**src/rtl/bm_pkg.sv**
```systemverilog
package bm_pkg;
  typedef enum logic [1:0] {
    ST_IDLE = 2'd0,
    ST_REQ  = 2'd1,
    ST_CMD  = 2'd2,
    ST_DATA = 2'd3
  } bm_state_t;
endpackage

```
**src/rtl/bm_wbuf.sv**
```systemverilog
module bm_wbuf #(
  parameter int DW    = 32,
  parameter int DEPTH = 16,
  localparam int IW   = $clog2(DEPTH)
) (
  input  logic          clk,
  input  logic          we,
  input  logic [IW-1:0] waddr,
  input  logic [DW-1:0] wdata,
  input  logic [IW-1:0] raddr,
  output logic [DW-1:0] rdata
);
  logic [DW-1:0] mem [DEPTH];

  always_ff @(posedge clk) begin
    if (we) mem[waddr] <= wdata;
    rdata <= mem[raddr];
  end
endmodule

```
**src/rtl/bm_seq.sv**
```systemverilog
module bm_seq
  import bm_pkg::*;
#(
  parameter int AW      = 16,
  parameter int MAX_LEN = 16,
  localparam int LW     = $clog2(MAX_LEN + 1),
  localparam int IW     = $clog2(MAX_LEN)
) (
  input  logic          clk,
  input  logic          rst,
  input  logic          start,
  input  logic          write,
  input  logic [AW-1:0] addr,
  input  logic [LW-1:0] len,
  input  logic          grant,
  input  logic          ready,
  output logic          busy,
  output logic          done,
  output logic          beat,
  output logic [IW-1:0] cnt,
  output logic [IW-1:0] raddr,
  output logic          bus_req,
  output logic          bus_cmd,
  output logic          bus_write,
  output logic [AW-1:0] bus_addr,
  output logic          bus_dphase,
  output logic          bus_wen
);
  bm_state_t     state;
  logic          wr_q;
  logic [AW-1:0] addr_q;
  logic [LW-1:0] len_q;
  logic          len_ok;
  logic          last;

  assign len_ok = (len != '0) && (len <= LW'(MAX_LEN));
  assign last   = (LW'(cnt) == len_q - LW'(1));
  assign beat   = (state == ST_DATA) && ready;
  assign busy   = (state != ST_IDLE);

  // prefetch address: the buffer output must show the next word right after a beat
  always_comb begin
    if (state == ST_DATA) raddr = beat ? cnt + IW'(1) : cnt;
    else                  raddr = '0;
  end

  always_ff @(posedge clk) begin
    if (rst) begin
      state      <= ST_IDLE;
      wr_q       <= 1'b0;
      addr_q     <= '0;
      len_q      <= '0;
      cnt        <= '0;
      done       <= 1'b0;
      bus_req    <= 1'b0;
      bus_cmd    <= 1'b0;
      bus_write  <= 1'b0;
      bus_addr   <= '0;
      bus_dphase <= 1'b0;
      bus_wen    <= 1'b0;
    end else begin
      done <= 1'b0;
      case (state)
        ST_IDLE: begin
          if (start && len_ok) begin
            state   <= ST_REQ;
            bus_req <= 1'b1;
            wr_q    <= write;
            addr_q  <= addr;
            len_q   <= len;
            cnt     <= '0;
          end
        end
        ST_REQ: begin
          if (grant) begin
            state     <= ST_CMD;
            bus_cmd   <= 1'b1;
            bus_addr  <= addr_q;
            bus_write <= wr_q;
          end
        end
        ST_CMD: begin
          state      <= ST_DATA;
          bus_cmd    <= 1'b0;
          bus_addr   <= '0;
          bus_dphase <= 1'b1;
          bus_wen    <= wr_q;
        end
        ST_DATA: begin
          if (ready) begin
            if (last) begin
              state      <= ST_IDLE;
              bus_req    <= 1'b0;
              bus_dphase <= 1'b0;
              bus_wen    <= 1'b0;
              bus_write  <= 1'b0;
              done       <= 1'b1;
            end else begin
              cnt <= cnt + IW'(1);
            end
          end
        end
        default: state <= ST_IDLE;
      endcase
    end
  end

  // command phase only follows a sampled grant
  a_r1_cmd_after_grant: assert property (@(posedge clk) disable iff (rst)
    $rose(bus_cmd) |-> $past(grant && bus_req));

  // address lines carry a value only in the command cycle
  a_r2_addr_only_in_cmd: assert property (@(posedge clk) disable iff (rst)
    !bus_cmd |-> bus_addr == '0);

  // command phase is a single cycle followed by the data phase
  a_r2_cmd_one_cycle: assert property (@(posedge clk) disable iff (rst)
    bus_cmd |=> !bus_cmd && bus_dphase);

  // bus is held for the whole data phase
  a_r6_req_held: assert property (@(posedge clk) disable iff (rst)
    (bus_cmd || bus_dphase) |-> bus_req);

  // completion pulse follows a beat that ended the data phase
  a_r7_done_after_last: assert property (@(posedge clk) disable iff (rst)
    done |-> $past(bus_dphase && ready) && !bus_dphase);

  // data lines driven only in a write data phase
  a_r12_wen_in_write: assert property (@(posedge clk) disable iff (rst)
    bus_wen |-> bus_dphase && bus_write);
endmodule

```
**src/rtl/bm_burst_master.sv**
```systemverilog
module bm_burst_master #(
  parameter int AW      = 16,
  parameter int DW      = 32,
  parameter int MAX_LEN = 16,
  localparam int LW     = $clog2(MAX_LEN + 1),
  localparam int IW     = $clog2(MAX_LEN)
) (
  input  logic          clk,
  input  logic          rst,
  input  logic          cl_start,
  input  logic          cl_write,
  input  logic [AW-1:0] cl_addr,
  input  logic [LW-1:0] cl_len,
  output logic          cl_busy,
  output logic          cl_done,
  input  logic          wb_we,
  input  logic [IW-1:0] wb_idx,
  input  logic [DW-1:0] wb_data,
  output logic          rd_valid,
  output logic [IW-1:0] rd_idx,
  output logic [DW-1:0] rd_data,
  output logic          bus_req,
  input  logic          bus_grant,
  output logic          bus_cmd,
  output logic          bus_write,
  output logic [AW-1:0] bus_addr,
  output logic          bus_dphase,
  output logic          bus_wen,
  output logic [DW-1:0] bus_wdata,
  input  logic [DW-1:0] bus_rdata,
  input  logic          bus_ready
);
  logic          beat;
  logic [IW-1:0] cnt;
  logic [IW-1:0] raddr;
  logic [DW-1:0] buf_q;
  logic          fill_ok;

  bm_seq #(.AW(AW), .MAX_LEN(MAX_LEN)) u_seq (
    .clk        (clk),
    .rst        (rst),
    .start      (cl_start),
    .write      (cl_write),
    .addr       (cl_addr),
    .len        (cl_len),
    .grant      (bus_grant),
    .ready      (bus_ready),
    .busy       (cl_busy),
    .done       (cl_done),
    .beat       (beat),
    .cnt        (cnt),
    .raddr      (raddr),
    .bus_req    (bus_req),
    .bus_cmd    (bus_cmd),
    .bus_write  (bus_write),
    .bus_addr   (bus_addr),
    .bus_dphase (bus_dphase),
    .bus_wen    (bus_wen)
  );

  assign fill_ok = wb_we && !cl_busy;

  bm_wbuf #(.DW(DW), .DEPTH(MAX_LEN)) u_wbuf (
    .clk   (clk),
    .we    (fill_ok),
    .waddr (wb_idx),
    .wdata (wb_data),
    .raddr (raddr),
    .rdata (buf_q)
  );

  assign bus_wdata = bus_wen ? buf_q : '0;

  always_ff @(posedge clk) begin
    if (rst) begin
      rd_valid <= 1'b0;
      rd_idx   <= '0;
      rd_data  <= '0;
    end else begin
      rd_valid <= beat && !bus_write;
      if (beat && !bus_write) begin
        rd_idx  <= cnt;
        rd_data <= bus_rdata;
      end
    end
  end

  // a wait cycle leaves the driven word in place
  a_r3_hold_on_wait: assert property (@(posedge clk) disable iff (rst)
    (bus_dphase && bus_wen && !bus_ready) |=> $stable(bus_wdata));

  // returned words only follow a read beat
  a_r5_rd_after_beat: assert property (@(posedge clk) disable iff (rst)
    rd_valid |-> $past(bus_dphase && bus_ready && !bus_write));

  // busy covers the whole bus tenure
  a_r8_busy_covers_req: assert property (@(posedge clk) disable iff (rst)
    bus_req |-> cl_busy);
endmodule

```
**config.mk**
```make
export PLATFORM = sky130hd
export DESIGN_NAME = bm_burst_master
export DESIGN_NICKNAME = d
export VERILOG_FILES = /design/src/rtl/bm_pkg.sv /design/src/rtl/bm_wbuf.sv /design/src/rtl/bm_seq.sv /design/src/rtl/bm_burst_master.sv
export SDC_FILE = /design/constraint.sdc
export NUM_CORES = 1
export LEC_CHECK = 0
export BUFFER_PORTS_ARGS = -buffer_cell sky130_fd_sc_hd__buf_2
export CELL_PAD_IN_SITES_DETAIL_PLACEMENT = 1
export CELL_PAD_IN_SITES_GLOBAL_PLACEMENT = 1
export CORE_MARGIN = 2
export CORE_UTILIZATION = 40
export DETAILED_ROUTE_END_ITERATION = 16
export PLACE_DENSITY_LB_ADDON = 0.1
export RECOVER_POWER = 25
export SYNTH_ARGS = -nofsm -noshare
export SYNTH_HDL_FRONTEND = slang
export SYNTH_SLANG_ARGS = --single-unit
export TNS_END_PERCENT = 30
```
**constraint.sdc**
```tcl
create_clock -name clk -period 5.7 [get_ports clk]
set_input_delay 0.285 -clock clk [delete_from_list [all_inputs] [get_ports clk]]
set_output_delay 0.285 -clock clk [all_outputs]
set_load 0.03 [all_outputs]
```
==> results.yml <==
run_status:
  status: "completed"
global_routing:
  grt_pass1_vias: 17160
  grt_antenna_before_repair: 0
  grt_use_total: 0.2159
  grt_pass1_wl_um: 104800
  grt_max_degree: 147
  grt-ovfl-total: 0
finish:
  drive_above_1_share: 0.1609
  post-route-util: 0.4776
  area_delta_synth_final_pct: 18.69
  fin_nets: 2140
  final_cells: 2884
  layout_common_cells: "edfxtp_1, nand2_1, buf_2"
  n_antenna_cell: 0
  final_common_cell: "edfxtp_1"
power_and_ir_drop:
  power_frac_comb: 0.075
  netSwitchingPower_uw: 2440
  peakVddDrop_mv: 0.2345
  powerDensity_nw_per_um2: 356.5
  leakage_uw: 0.01007
  intPower_uw: 8008
  p_sw_frac: 0.2336
  power_frac_seq: 0.495
  p_clk_frac: 0.430
timing:
  finalCriticalPeriod_ns: 3.925
  worstMarginPinSlew_ns: 1.048
  finalCritPeriodShare: 0.6886
  slew_viol_final: 0
  slew_headroom: 0.2999
  tns_ns: 0
  report.final.hold_viol_count: 0
  fmax_mhz: 254.8
  clock_skew_ns: 0.01740
  fin_ws_ns: 1.775
  rsz0062_at_grt: "no"
  finalSetupViolCount: 0
floorplan:
  dieArea_um2: 63740
  fp.coreArea_um2: 61370
  chipWidth_um: 252.5
  rows: 91
  die_h_um: 252.5
  ios: 188
  initial_core_util: 0.4024
route:
  drt_iter0_markers: 1027
  drc_errors: 0
  vias_per_cell: 5.669
  ant_nets: 0
  drt_pass1_iterations: 4
  drt-wirelength-per-cell_um: 23.90
  vias: 16350
  routed_wl_um: 68940
place:
  io_buffers: 187
  routabilityCongestion: 0.7055
  dpl.hpwl_um: 35490
  dp.cells: 2702
  post-place-ws_ns: 1.781
min_path:
  hold_depth: 1
  whs_endpoint: "u_wbuf.mem[9][11]$_DFFE_PP_"
  hp-start: "wb_data[11]"
  hold_path_class: "primary input to flop"
synth:
  ys_async_sr_fraction: 0
  yosysSeqAreaShare: 0.7191
  ys_types: 54
  ys_ff_latch: 631
  yosys_warnings: 0
  netlist_area_um2: 24690
  synth_flop_cell: "edfxtp_1"
  synth_edf_count: 512
  syn-num-nets: 1938
  postSynthCellCount: 1836
  syn_area_per_cell_um2: 13.45
clock_tree:
  cts-root-buf: "clkbuf_16"
  cts_buffer_depth: 3
  cts_made_buffers: 70
  post_cts_buffers: 0
  cts.clk_slew.worst_paths_ns: 0.07
  cts_hold_buf: 54
  cts_resized: 0
  cts.sink_count: 631
  cts_tree: "built"
  clock_latency_ns: 0.61
  cts_max_level: 3
flow_run:
  maxCapViolCount: 0
setup_path:
  cp-start-kind: "flop"
  arrival_ns: 4.47
  r2r_cells: 7
  rr_endpoint: "u_wbuf.rdata[29]$_DFF_P_"
  required_ns: 6.24
  r2r_slack_ns: 1.78
  cp_max_fo: 75
  reg2reg_from: "u_seq.cnt[0]$_SDFFE_PP0P_"
  cp-startpoint: "u_seq.cnt[0]$_SDFFE_PP0P_"
  path_class: "flop to flop"
  cp-end-kind: "flop"
power by group through the flow:
stage | clock network, uW | registers, uW | logic, uW
after floorplan | 0 | 5290 | 427
after global placement | 0 | 5270 | 734
after detailed placement | 0 | 5270 | 757
after CTS | 4590 | 5180 | 792
after global routing | 4760 | 5190 | 860
final | 4490 | 5180 | 779
sequential cells by signal, indices dropped and copies added (netlist names):
| signal | flops |
|---|---|
| rd_data | 32 |
| rd_idx | 4 |
| rd_valid | 1 |
| u_seq.addr_q | 16 |
| u_seq.bus_addr | 16 |
| u_seq.bus_cmd | 1 |
| u_seq.bus_dphase | 1 |
| u_seq.bus_req | 1 |
| u_seq.bus_wen | 1 |
| u_seq.bus_write | 1 |
| u_seq.cnt | 4 |
| u_seq.done | 1 |
| u_seq.len_q | 5 |
| u_seq.state | 2 |
| u_seq.wr_q | 1 |
| u_wbuf.mem | 512 |
| u_wbuf.rdata | 32 |
cell type report:
type	count	area, um2
clock buffers	93	1964
clock inverters	35	312.8
fillers	6187	32060
inverters	9	33.78
multi-input cells	1047	6492
flip-flops and latches	631	17760
well taps	790	988.4
repair buffers	279	1759
layer usage:
layer  up-vias  wire [um]  GRT usage
met4         0       1671    0.06492
li1       7450          -          -
met1      8472      31030     0.2872
met2       318      33800     0.3658
met5         -          0          0
met3       110       2437    0.03234
metrics by stage:
step / hold slack [ns] / total power (uW) / cell area (um2)
after detailed placement: 0.4466 / 6029 / 26520
after global routing: 0.07677 / 10810 / 29310
after global placement: 0.4389 / 6000 / 26520
after floorplan: 0.3839 / 5717 / 24690
final: 0.07801 / 10450 / 29310
after CTS: 0.02845 / 10560 / 29340
cells in the mapped netlist, types with 4 or more instances:
cell type / n / area (um2)
xnor2_1: 4 / 35.03
or4_1: 5 / 37.54
xor2_1: 4 / 35.03
nand4_1: 5 / 31.28
o21ai_0: 66 / 330.3
a22oi_1: 16 / 120.1
a211oi_1: 66 / 495.5
and2_1: 32 / 200.2
nand3_1: 37 / 185.2
nand2b_1: 6 / 37.54
a211o_1: 32 / 280.3
buf_1: 18 / 67.56
nor2_1: 43 / 161.4
and3_1: 64 / 400.4
clkbuf_1: 110 / 412.9
a221oi_1: 33 / 289.0
mux2i_1: 38 / 380.4
edfxtp_1: 512 / 15370
buf_2: 19 / 95.09
a32oi_1: 31 / 271.5
ha_1: 6 / 75.07
dfxtp_1: 119 / 2382
a21oi_1: 126 / 630.6
nor3_1: 10 / 50.05
a32o_1: 31 / 310.3
a2bb2oi_1: 31 / 271.5
nand2_1: 295 / 1107
inv_1: 8 / 30.03
o32ai_1: 31 / 271.5
kinds of logic (layout without fill, tap and decap cells):
| group | Yosys count | in the layout | synth area share |
|---|---|---|---|
| and+or+nand+nor | 511 | 511 | 0.09449 |
| muxes | 39 | 39 | 0.01586 |
| xor gates and xnor gates | 8 | 8 | 0.002837 |
| adders and majority gates | 6 | 6 | 0.003040 |
| DFF | 631 | 631 | 0.7191 |
| AOI/OAI and AO/OA | 483 | 483 | 0.1391 |
| buffers and inverters | 158 | 416 | 0.02559 |
how the worst max path moves through the flow:
stage	to	slack [ns]	cells after the start
CTS	u_wbuf.rdata[29]$_DFF_P_	1.78	7
global route	u_wbuf.rdata[29]$_DFF_P_	1.49	7
floorplan	u_wbuf.mem[0][0]$_DFFE_PP_	1.90	6
finish	u_wbuf.rdata[29]$_DFF_P_	1.78	7
detailed placement	u_wbuf.rdata[29]$_DFF_P_	1.78	7
global placement	u_wbuf.rdata[30]$_DFF_P_	1.87	7
critical path, cell delays in order, from the launching register on:
cell,delay [ns]
dfxtp_1,0.69
ha_1,0.39
mux2_2,0.55
nand2_4,0.83
buf_4,0.54
nand2_1,0.10
a221oi_1,0.57
a211o_1,0.17
Note: power is estimated with default switching activity, not from simulation.
